$ cat config.mk
export PLATFORM = sky130hd
export DESIGN_NAME = eth_dma_csr
export DESIGN_NICKNAME = d
export VERILOG_FILES = /design/src/rtl/eth_dma_csr_pkg.sv /design/src/rtl/dma_stat_reg.sv /design/src/rtl/dma_ring_ptr.sv /design/src/rtl/eth_dma_csr.sv
export SDC_FILE = /design/constraint.sdc
export NUM_CORES = 1
export LEC_CHECK = 0
export BUFFER_PORTS_ARGS = -buffer_cell sky130_fd_sc_hd__buf_2
export CORE_MARGIN = 2
export CORE_UTILIZATION = 40
export CTS_BUF_LIST = sky130_fd_sc_hd__clkbuf_2 sky130_fd_sc_hd__clkbuf_4 sky130_fd_sc_hd__clkbuf_8
export DETAILED_ROUTE_END_ITERATION = 6
export HOLD_SLACK_MARGIN = 0.06
export PLACE_DENSITY = 0.65
export SYNTH_ARGS = -nofsm -noshare
export SYNTH_HDL_FRONTEND = slang
export SYNTH_SLANG_ARGS = --single-unit
$ cat constraint.sdc
create_clock -name clk -period 5.4 [get_ports clk]
set_input_delay 0.54 -clock clk [delete_from_list [all_inputs] [get_ports clk]]
set_output_delay 0.54 -clock clk [all_outputs]
set_load 0.01 [all_outputs]
$ cat src/rtl/eth_dma_csr_pkg.sv
package eth_dma_csr_pkg;

    localparam int IDX_VERSION  = 'h008;
    localparam int IDX_BUS_MODE = 'h3C0;
    localparam int IDX_TX_POLL  = 'h3C1;
    localparam int IDX_RX_POLL  = 'h3C2;
    localparam int IDX_RX_BASE  = 'h3C3;
    localparam int IDX_TX_BASE  = 'h3C4;
    localparam int IDX_STATUS   = 'h3C5;
    localparam int IDX_CONTROL  = 'h3C6;
    localparam int IDX_INT_MASK = 'h3C7;
    localparam int IDX_CUR_TX   = 'h3D2;
    localparam int IDX_CUR_RX   = 'h3D3;

    localparam logic [31:0] VERSION_WORD = 32'h0000_1012;

    localparam int BIT_TX_DONE   = 0;
    localparam int BIT_TX_NODESC = 2;
    localparam int BIT_RX_DONE   = 6;
    localparam int BIT_RX_NODESC = 7;
    localparam int BIT_ABNORMAL  = 15;
    localparam int BIT_NORMAL    = 16;

    localparam int CTL_RX_RUN = 1;
    localparam int CTL_TX_RUN = 13;

    typedef enum logic {RING_RX = 1'b0, RING_TX = 1'b1} ring_e;
    localparam int NUM_RINGS = 2;

    typedef struct packed {
        logic tx_done;
        logic tx_nodesc;
        logic rx_done;
        logic rx_nodesc;
    } dma_evt_t;

    function automatic logic [31:0] evt_set_mask(dma_evt_t e);
        logic [31:0] m;
        m = '0;
        if (e.tx_done) begin
            m[BIT_TX_DONE] = 1'b1;
            m[BIT_NORMAL]  = 1'b1;
        end
        if (e.rx_done) begin
            m[BIT_RX_DONE] = 1'b1;
            m[BIT_NORMAL]  = 1'b1;
        end
        if (e.tx_nodesc) begin
            m[BIT_TX_NODESC] = 1'b1;
            m[BIT_ABNORMAL]  = 1'b1;
        end
        if (e.rx_nodesc) begin
            m[BIT_RX_NODESC] = 1'b1;
            m[BIT_ABNORMAL]  = 1'b1;
        end
        return m;
    endfunction

endpackage

$ cat src/rtl/dma_stat_reg.sv
module dma_stat_reg #(
    parameter int DATA_W = 32
) (
    input  logic              clk,
    input  logic              rst,
    input  logic              clr_wr,
    input  logic [DATA_W-1:0] clr_mask,
    input  logic [DATA_W-1:0] set_mask,
    input  logic [DATA_W-1:0] en_mask,
    output logic [DATA_W-1:0] stat_q,
    output logic              irq
);

    logic [DATA_W-1:0] keep_mask;

    always_comb begin
        keep_mask = clr_wr ? ~clr_mask : '1;
    end

    always_ff @(posedge clk) begin
        if (rst) begin
            stat_q <= '0;
        end else begin
            stat_q <= (stat_q & keep_mask) | set_mask;
        end
    end

    assign irq = |(stat_q & en_mask);

    a_r2_clear_ones: assert property (@(posedge clk) disable iff (rst)
        clr_wr |=> ((stat_q & $past(clr_mask & ~set_mask)) == '0));

    a_r2_keep_zeros: assert property (@(posedge clk) disable iff (rst)
        clr_wr |=> ((stat_q & $past(~clr_mask & stat_q)) == $past(~clr_mask & stat_q)));

    a_r4_set_wins: assert property (@(posedge clk) disable iff (rst)
        (set_mask != '0) |=> ((stat_q & $past(set_mask)) == $past(set_mask)));

    a_r3_irq_quiet: assert property (@(posedge clk) disable iff (rst)
        (!clr_wr && set_mask == '0) |=> (!$stable(en_mask) || $stable(irq)));

endmodule

$ cat src/rtl/dma_ring_ptr.sv
module dma_ring_ptr #(
    parameter int DATA_W     = 32,
    parameter int DESC_BYTES = 32
) (
    input  logic              clk,
    input  logic              rst,
    input  logic              base_wr,
    input  logic [DATA_W-1:0] base_wdata,
    input  logic              adv,
    input  logic              wrap,
    output logic [DATA_W-1:0] base_q,
    output logic [DATA_W-1:0] cur_q
);

    localparam logic [DATA_W-1:0] STEP = DATA_W'(DESC_BYTES);

    always_ff @(posedge clk) begin
        if (rst) begin
            base_q <= '0;
            cur_q  <= '0;
        end else if (base_wr) begin
            base_q <= base_wdata;
            cur_q  <= base_wdata;
        end else if (wrap) begin
            cur_q <= base_q;
        end else if (adv) begin
            cur_q <= cur_q + STEP;
        end
    end

    a_r5_base_reload: assert property (@(posedge clk) disable iff (rst)
        base_wr |=> (cur_q == base_q));

    a_r11_wrap_to_base: assert property (@(posedge clk) disable iff (rst)
        (wrap && !base_wr) |=> (cur_q == $past(base_q)));

    a_r11_step: assert property (@(posedge clk) disable iff (rst)
        (adv && !wrap && !base_wr) |=> (cur_q == $past(cur_q) + STEP));

endmodule

$ cat src/rtl/eth_dma_csr.sv
module eth_dma_csr
    import eth_dma_csr_pkg::*;
#(
    parameter int DATA_W     = 32,
    parameter int WORD_AW    = 10,
    parameter int DESC_BYTES = 32
) (
    input  logic               clk,
    input  logic               rst,
    input  logic               csr_wr,
    input  logic               csr_rd,
    input  logic [WORD_AW-1:0] csr_addr,
    input  logic [DATA_W-1:0]  csr_wdata,
    output logic [DATA_W-1:0]  csr_rdata,
    input  logic               tx_done_evt,
    input  logic               tx_nodesc_evt,
    input  logic               rx_done_evt,
    input  logic               rx_nodesc_evt,
    input  logic               tx_desc_adv,
    input  logic               tx_desc_wrap,
    input  logic               rx_desc_adv,
    input  logic               rx_desc_wrap,
    output logic               tx_kick,
    output logic               rx_kick,
    output logic               tx_run,
    output logic               rx_run,
    output logic               soft_rst,
    output logic [DATA_W-1:0]  bus_cfg,
    output logic [DATA_W-1:0]  tx_desc_cur,
    output logic [DATA_W-1:0]  rx_desc_cur,
    output logic               irq
);

    localparam logic [WORD_AW-1:0] A_VERSION  = WORD_AW'(IDX_VERSION);
    localparam logic [WORD_AW-1:0] A_BUS_MODE = WORD_AW'(IDX_BUS_MODE);
    localparam logic [WORD_AW-1:0] A_TX_POLL  = WORD_AW'(IDX_TX_POLL);
    localparam logic [WORD_AW-1:0] A_RX_POLL  = WORD_AW'(IDX_RX_POLL);
    localparam logic [WORD_AW-1:0] A_RX_BASE  = WORD_AW'(IDX_RX_BASE);
    localparam logic [WORD_AW-1:0] A_TX_BASE  = WORD_AW'(IDX_TX_BASE);
    localparam logic [WORD_AW-1:0] A_STATUS   = WORD_AW'(IDX_STATUS);
    localparam logic [WORD_AW-1:0] A_CONTROL  = WORD_AW'(IDX_CONTROL);
    localparam logic [WORD_AW-1:0] A_INT_MASK = WORD_AW'(IDX_INT_MASK);
    localparam logic [WORD_AW-1:0] A_CUR_TX   = WORD_AW'(IDX_CUR_TX);
    localparam logic [WORD_AW-1:0] A_CUR_RX   = WORD_AW'(IDX_CUR_RX);

    dma_evt_t          evt;
    logic [DATA_W-1:0] set_mask;
    logic [DATA_W-1:0] stat_q;
    logic [DATA_W-1:0] bus_q;
    logic [DATA_W-1:0] ctl_q;
    logic [DATA_W-1:0] mask_q;
    logic [DATA_W-1:0] rd_mux;
    logic              tx_kick_q;
    logic              rx_kick_q;
    logic              srst_q;

    logic [NUM_RINGS-1:0]             ring_base_wr;
    logic [NUM_RINGS-1:0]             ring_adv;
    logic [NUM_RINGS-1:0]             ring_wrap;
    logic [NUM_RINGS-1:0][DATA_W-1:0] ring_base;
    logic [NUM_RINGS-1:0][DATA_W-1:0] ring_cur;

    assign evt = '{tx_done: tx_done_evt, tx_nodesc: tx_nodesc_evt,
                   rx_done: rx_done_evt, rx_nodesc: rx_nodesc_evt};
    assign set_mask = DATA_W'(evt_set_mask(evt));

    dma_stat_reg #(.DATA_W(DATA_W)) u_stat (
        .clk      (clk),
        .rst      (rst),
        .clr_wr   (csr_wr && csr_addr == A_STATUS),
        .clr_mask (csr_wdata),
        .set_mask (set_mask),
        .en_mask  (mask_q),
        .stat_q   (stat_q),
        .irq      (irq)
    );

    assign ring_base_wr[RING_RX] = csr_wr && csr_addr == A_RX_BASE;
    assign ring_base_wr[RING_TX] = csr_wr && csr_addr == A_TX_BASE;
    assign ring_adv[RING_RX]     = rx_desc_adv;
    assign ring_adv[RING_TX]     = tx_desc_adv;
    assign ring_wrap[RING_RX]    = rx_desc_wrap;
    assign ring_wrap[RING_TX]    = tx_desc_wrap;

    for (genvar g = 0; g < NUM_RINGS; g++) begin : g_ring
        dma_ring_ptr #(.DATA_W(DATA_W), .DESC_BYTES(DESC_BYTES)) u_ptr (
            .clk        (clk),
            .rst        (rst),
            .base_wr    (ring_base_wr[g]),
            .base_wdata (csr_wdata),
            .adv        (ring_adv[g]),
            .wrap       (ring_wrap[g]),
            .base_q     (ring_base[g]),
            .cur_q      (ring_cur[g])
        );
    end

    always_ff @(posedge clk) begin
        if (rst) begin
            bus_q     <= '0;
            ctl_q     <= '0;
            mask_q    <= '0;
            tx_kick_q <= 1'b0;
            rx_kick_q <= 1'b0;
            srst_q    <= 1'b0;
        end else begin
            tx_kick_q <= csr_wr && csr_addr == A_TX_POLL;
            rx_kick_q <= csr_wr && csr_addr == A_RX_POLL;
            srst_q    <= csr_wr && csr_addr == A_BUS_MODE && csr_wdata[0];
            if (csr_wr) begin
                unique case (csr_addr)
                    A_BUS_MODE: bus_q  <= {csr_wdata[DATA_W-1:1], 1'b0};
                    A_CONTROL:  ctl_q  <= csr_wdata;
                    A_INT_MASK: mask_q <= csr_wdata;
                    default: ;
                endcase
            end
        end
    end

    always_comb begin
        unique case (csr_addr)
            A_VERSION:  rd_mux = DATA_W'(VERSION_WORD);
            A_BUS_MODE: rd_mux = bus_q;
            A_RX_BASE:  rd_mux = ring_base[RING_RX];
            A_TX_BASE:  rd_mux = ring_base[RING_TX];
            A_STATUS:   rd_mux = stat_q;
            A_CONTROL:  rd_mux = ctl_q;
            A_INT_MASK: rd_mux = mask_q;
            A_CUR_TX:   rd_mux = ring_cur[RING_TX];
            A_CUR_RX:   rd_mux = ring_cur[RING_RX];
            default:    rd_mux = '0;
        endcase
    end

    always_ff @(posedge clk) begin
        if (rst) begin
            csr_rdata <= '0;
        end else if (csr_rd) begin
            csr_rdata <= rd_mux;
        end
    end

    assign tx_kick     = tx_kick_q;
    assign rx_kick     = rx_kick_q;
    assign soft_rst    = srst_q;
    assign tx_run      = ctl_q[CTL_TX_RUN];
    assign rx_run      = ctl_q[CTL_RX_RUN];
    assign bus_cfg     = bus_q;
    assign tx_desc_cur = ring_cur[RING_TX];
    assign rx_desc_cur = ring_cur[RING_RX];

    a_r8_tx_kick_cause: assert property (@(posedge clk) disable iff (rst)
        tx_kick |-> $past(csr_wr));

    a_r8_rx_kick_cause: assert property (@(posedge clk) disable iff (rst)
        rx_kick |-> $past(csr_wr));

    a_r6_srst_cause: assert property (@(posedge clk) disable iff (rst)
        soft_rst |-> $past(csr_wr && csr_wdata[0]));

    a_r12_cur_readonly: assert property (@(posedge clk) disable iff (rst)
        (csr_wr && csr_addr == A_CUR_RX && !rx_desc_adv && !rx_desc_wrap) |=>
            $stable(rx_desc_cur));

endmodule

Word level (Yosys, flattened, before mapping)
Cells that the tools add are included.

Add/sub/neg operators: 2. Equal/unequal tests: 11. Mux-type cells: 14. Bitwise gates (word level): 4. Reductions and logical operators: 13.

Operator list (number): 32-bit one-hot mux with 9 select lines (1); 32-bit two-way mux (7); 10-bit == test, second input constant (10); 32-bit by 6-bit adder with 32-bit output, second input constant (2); 32-bit bitwise AND (2); 32-bit NOT (1); 32-bit by 17-bit bitwise OR with 32-bit output (1); 32-bit OR reduction (1); 10-bit by 4-bit == test with 1-bit output, second input constant (1); 1-bit logical AND (7); 1-bit two-way mux (6); 2-bit AND reduction (3); 3-bit nonzero test (2).

Register bits: 290. Logic and storage cells: 56.

Logic depth before layout (Yosys ltp)
Word-level depth: 5. Depth in mapped cells: 9. Gate-level depth less buffers: 7.

By module
From an unflattened synthesis, not the netlist that was laid out.

Cell total of the unflattened synthesis: 1773. Area, all modules: 14821.7 um2.

Modules (own cells, without submodules): eth_dma_csr (times used 1, cells an instance 804, area an instance 6989.2 um2); dma_ring_ptr (times used 2, cells an instance 407, area an instance 3300.7 um2); dma_stat_reg (times used 1, cells an instance 155, area an instance 1231.2 um2).

Worst setup path before layout
Ideal clock, no wire load.

Path type: input to register. Start: in csr_addr[2]. End: reg g_ring[0].u_ptr.cur_q[25]. Setup time: 134 ps. Arrival time: 1903 ps. Required time: 5266 ps. Slack: 3363 ps. Stages on the path: 9. Path through: and4bb_1 -> buf_4 -> and4_4 -> buf_6 -> or3_1 -> buf_2 -> buf_6 -> nor2_1 -> a311oi_2.

Cells in the longest elaborated chain, start to end: 3.

Ends and longest elaborated chain: start: declaration (line eth_dma_csr.sv:12) `input logic [WORD_AW-1:0] csr_addr,`; 10-bit == test * (line eth_dma_csr.sv:78) `assign ring_base_wr[RING_RX] = csr_wr && csr_addr == A_RX_BASE;`; 1-bit logical AND * (line eth_dma_csr.sv:78); 3-bit nonzero test (no source line) / 32-bit two-way mux (equally long branches); end signal: assignment (line dma_ring_ptr.sv:23) `cur_q <= base_wdata;`; end signal: assignment (line dma_ring_ptr.sv:25) `cur_q <= base_q;`; end signal: assignment (line dma_ring_ptr.sv:27) `cur_q <= cur_q + STEP;`; end: declaration (line dma_ring_ptr.sv:12) `output logic [DATA_W-1:0] cur_q`.

Mark *: on every way between the ends. The rest lies on a longest branch, timed or not. A chain may end at the register's enable or synchronous reset.

Final worst setup path
Start: in csr_addr[1]. End: reg bus_q[15] (netlist: bus_cfg[15]).

Cells in the longest elaborated chain, start to end: 2.

Ends and longest elaborated chain: 10-bit == test (line eth_dma_csr.sv:111) `unique case (csr_addr)`; 2-bit AND reduction (no source line); end signal: assignment (line eth_dma_csr.sv:112) `A_BUS_MODE: bus_q <= {csr_wdata[DATA_W-1:1], 1'b0};`; end: declaration (line eth_dma_csr.sv:49) `logic [DATA_W-1:0] bus_q;`.

No other way between the ends.

==> key figures <==
Status
  • Status: finished, final reports clean

Route
  • Antenna-violating nets left: 0
  • Post-Route WL: 57000 um
  • Initial drt markers: 2078
  • DR WL/cell: 23.9 um
  • DRC Markers: 0
  • DR vias: 14660
  • Iteration count of the initial detailed-routing pass: 6
  • DR vias/cell: 6.15

Finish
  • Most frequent cells in the layout: 437 x nand2_1, 290 x dfxtp_1, 236 x a21oi_1
  • Fin util: 0.466
  • Nets: 1954
  • Final instance area: 16100 um2
  • Share of cells above drive strength 1: 0.175
  • FILL cells: 3451
  • Commonest non-fill, non-tap cell in the layout: nand2_1
  • Area Overhead vs Synth: 14.3%

CTS
  • Cts hold-fix bufs: 0
  • CTS buffer count: 49
  • CTS tree: yes
  • CTS resizes: 0
  • CTS Buffer Depth: 3
  • Worst skew pair latency: 0.59 ns
  • Root cell of the clock tree: clkbuf_8
  • H-tree level count: 2
  • Clock-pin slew on the worst setup and hold paths: 0.06 ns
  • Postcts setup bufs: 0
  • CTS sink count: 290

Global route
  • Total gr overflow: 0
  • Vias in the first global route: 13231
  • Global-route wire length before repair: 83600 um
  • Largest net degree at the start of global routing: 163
  • GRT Resource Usage Total: 0.301
  • Initial antenna violation count: 4

Die
  • Core area: 34600 um2
  • Chip height: 192 um
  • # IOs: 188
  • Die area: 36800 um2
  • Die Wd: 192 um
  • Number of core rows: 68
  • Initial Util: 0.408

Timing
  • Slew Viols, Final: 0
  • TNS Setup: 0 ns
  • Fin. Hold Viols: 0
  • Slew @ Worst Pin: 1.36 ns
  • Setup violators final: 0
  • Tmin final: 3.27 ns
  • Max-slew headroom: 0.0915
  • Final Skew: 0.0342 ns
  • Final Cycle Share: 0.605
  • WHS: 0.221 ns
  • F_max: 0.306 GHz
  • RSZ-0062 raised after global routing: false

Placement
  • RePlAce Congestion: 0.957
  • DP Area: 15100 um2
  • Detailed placer's ending HPWL: 40300 um
  • IO Port Bufs: 186

Critical path
  • CP cell instances: buf_2 > buf_4 > nor4_1 > and3_1 > buf_4 > nand2_1 > nand2_1 > a21oi_1
  • Worst EP required: 5.83 ns
  • Crit-path max FO: 51
  • Crit-path leading delay family: simple AND/OR/NAND/NOR gates
  • Crit-path max cell delay: 0.94 ns
  • WS Path Type: input pin to register
  • Slowest-stage cell, CP: nor4_1
  • Critical path buffers and inverters: 3
  • Worst setup SP type: input pin
  • CP Capture Type: register
  • WP data arrival: 3.69 ns

Yosys
  • Mean Syn Cell Area: 7.91 um2
  • Post-synth EDFFs: 0
  • Syn Std Cell Area: 14100 um2
  • Syn_nets: 1841
  • Distinct cells, synth: 75
  • Synthesized netlist cell count: 1785
  • Yosys warnings: 0
  • Main synth FF type: dfxtp_1
  • Sequential area share after synthesis: 0.411
  • Post-synth ARST share: 0
  • Flops & latches, synth: 290

Power
  • Overall power: 0.00459 W
  • Pleak: 5.90 nW
  • Pwr per Cell Area: 284 nW/um2
  • IR drop worst, VDD: 156 uV

Worst hold path
  • Hold WC Path Type: input pin to register

Flow run
  • Max Cap Viol: 0
## metrics by stage
stage | instances | setup slack, ns
3_3_place_gp | 2302 | 1.62
3_5_place_dp | 2302 | 1.62
4_1_cts | 2380 | 2.21
6_report | 2384 | 2.13
2_1_floorplan | 1785 | 3.36
5_1_grt | 2381 | 1.96
## state kept, by name (all words and copies together) (netlist names)
signal,cells
u_stat.stat_q,32
tx_kick,1
ctl_q,32
g_ring.u_ptr.cur_q,64
rx_kick,1
bus_cfg,31
soft_rst,1
csr_rdata,32
mask_q,32
g_ring.u_ptr.base_q,64
## worst reg2reg max path, stage by stage (launching register included)
cell,delay [ns]
dfxtp_1,0.54
ha_1,0.27
and4_1,0.45
nor4b_4,0.54
nand4_1,0.19
nor2_1,0.12
a2111oi_0,0.07
nor4_1,0.24
## layout make-up
cell class                 count  area [um2]  area share
antenna                        4        10.0    0.000620
multi-input combinational   1339        7620       0.472
sequential                   290        5810       0.360
clock buffer                  75         938      0.0581
timing repair buffer         207        1110      0.0688
inverter                      11        41.3     0.00256
clock inverter                 3        42.5     0.00264
tap                          455         569      0.0353
## cells in the mapped netlist, drive strengths merged, types with 26 or more instances
library cell | count | area [um2]
nand2b | 35 | 219
clkbuf | 87 | 328
dfxtp | 290 | 5810
o21ai | 76 | 380
nor3 | 27 | 150
nand2 | 437 | 1640
nor2 | 93 | 357
a21oi | 236 | 1180
nand3 | 26 | 130
a22oi | 33 | 248
mux2i | 39 | 390
buf | 58 | 344
a211oi | 36 | 270
nand4 | 26 | 169
## report_power, final
part	total [W]	switching (W)	internal [W]
clock	0.00202	0.000888	0.00114
sequential	0.00222	0.0000570	0.00217
combinational	0.000339	0.000233	0.000106
## metal layers
metal	track usage	routed length (um)	up-vias
li1	-	-	6557
met4	0.104	2020	2
met2	0.452	24600	996
met5	0	15	-
met1	0.430	23300	6958
met3	0.0576	7060	147
## cell families (layout without fill, tap and decap cells)
kind of cell | after synthesis | in the layout | share of synthesized area
AOI/OAI and AO/OA | 508 | 508 | 0.220
DFF | 290 | 290 | 0.411
other | 1 | 5 | 0.000266
and+or+nand+nor | 725 | 725 | 0.233
xor gates and xnor gates | 33 | 33 | 0.0205
buffers and inverters | 156 | 296 | 0.0505
adders and majority gates | 2 | 2 | 0.00177
muxes | 70 | 70 | 0.0627
## path summary, 6_finish.rpt
| path | cells after the start | slack, ns | end | startpoint |
|---|---|---|---|---|
| worst max-delay path | 8 | 2.13 | bus_cfg[15]$_SDFFE_PP0N_ | csr_addr[1] |
| worst min-delay path | 3 | 0.22 | u_stat.stat_q[15]$_SDFF_PP0_ | rx_nodesc_evt |
| worst max register to register | 7 | 2.91 | g_ring[0].u_ptr.cur_q[31]$_SDFFE_PP0P_ | g_ring[0].u_ptr.cur_q[5]$_SDFFE_PP0P_ |
| worst min register to register | 2 | 0.45 | ctl_q[26]$_SDFFE_PP0P_ | ctl_q[26]$_SDFFE_PP0P_ |
Note: power is estimated with default switching activity, not from simulation.
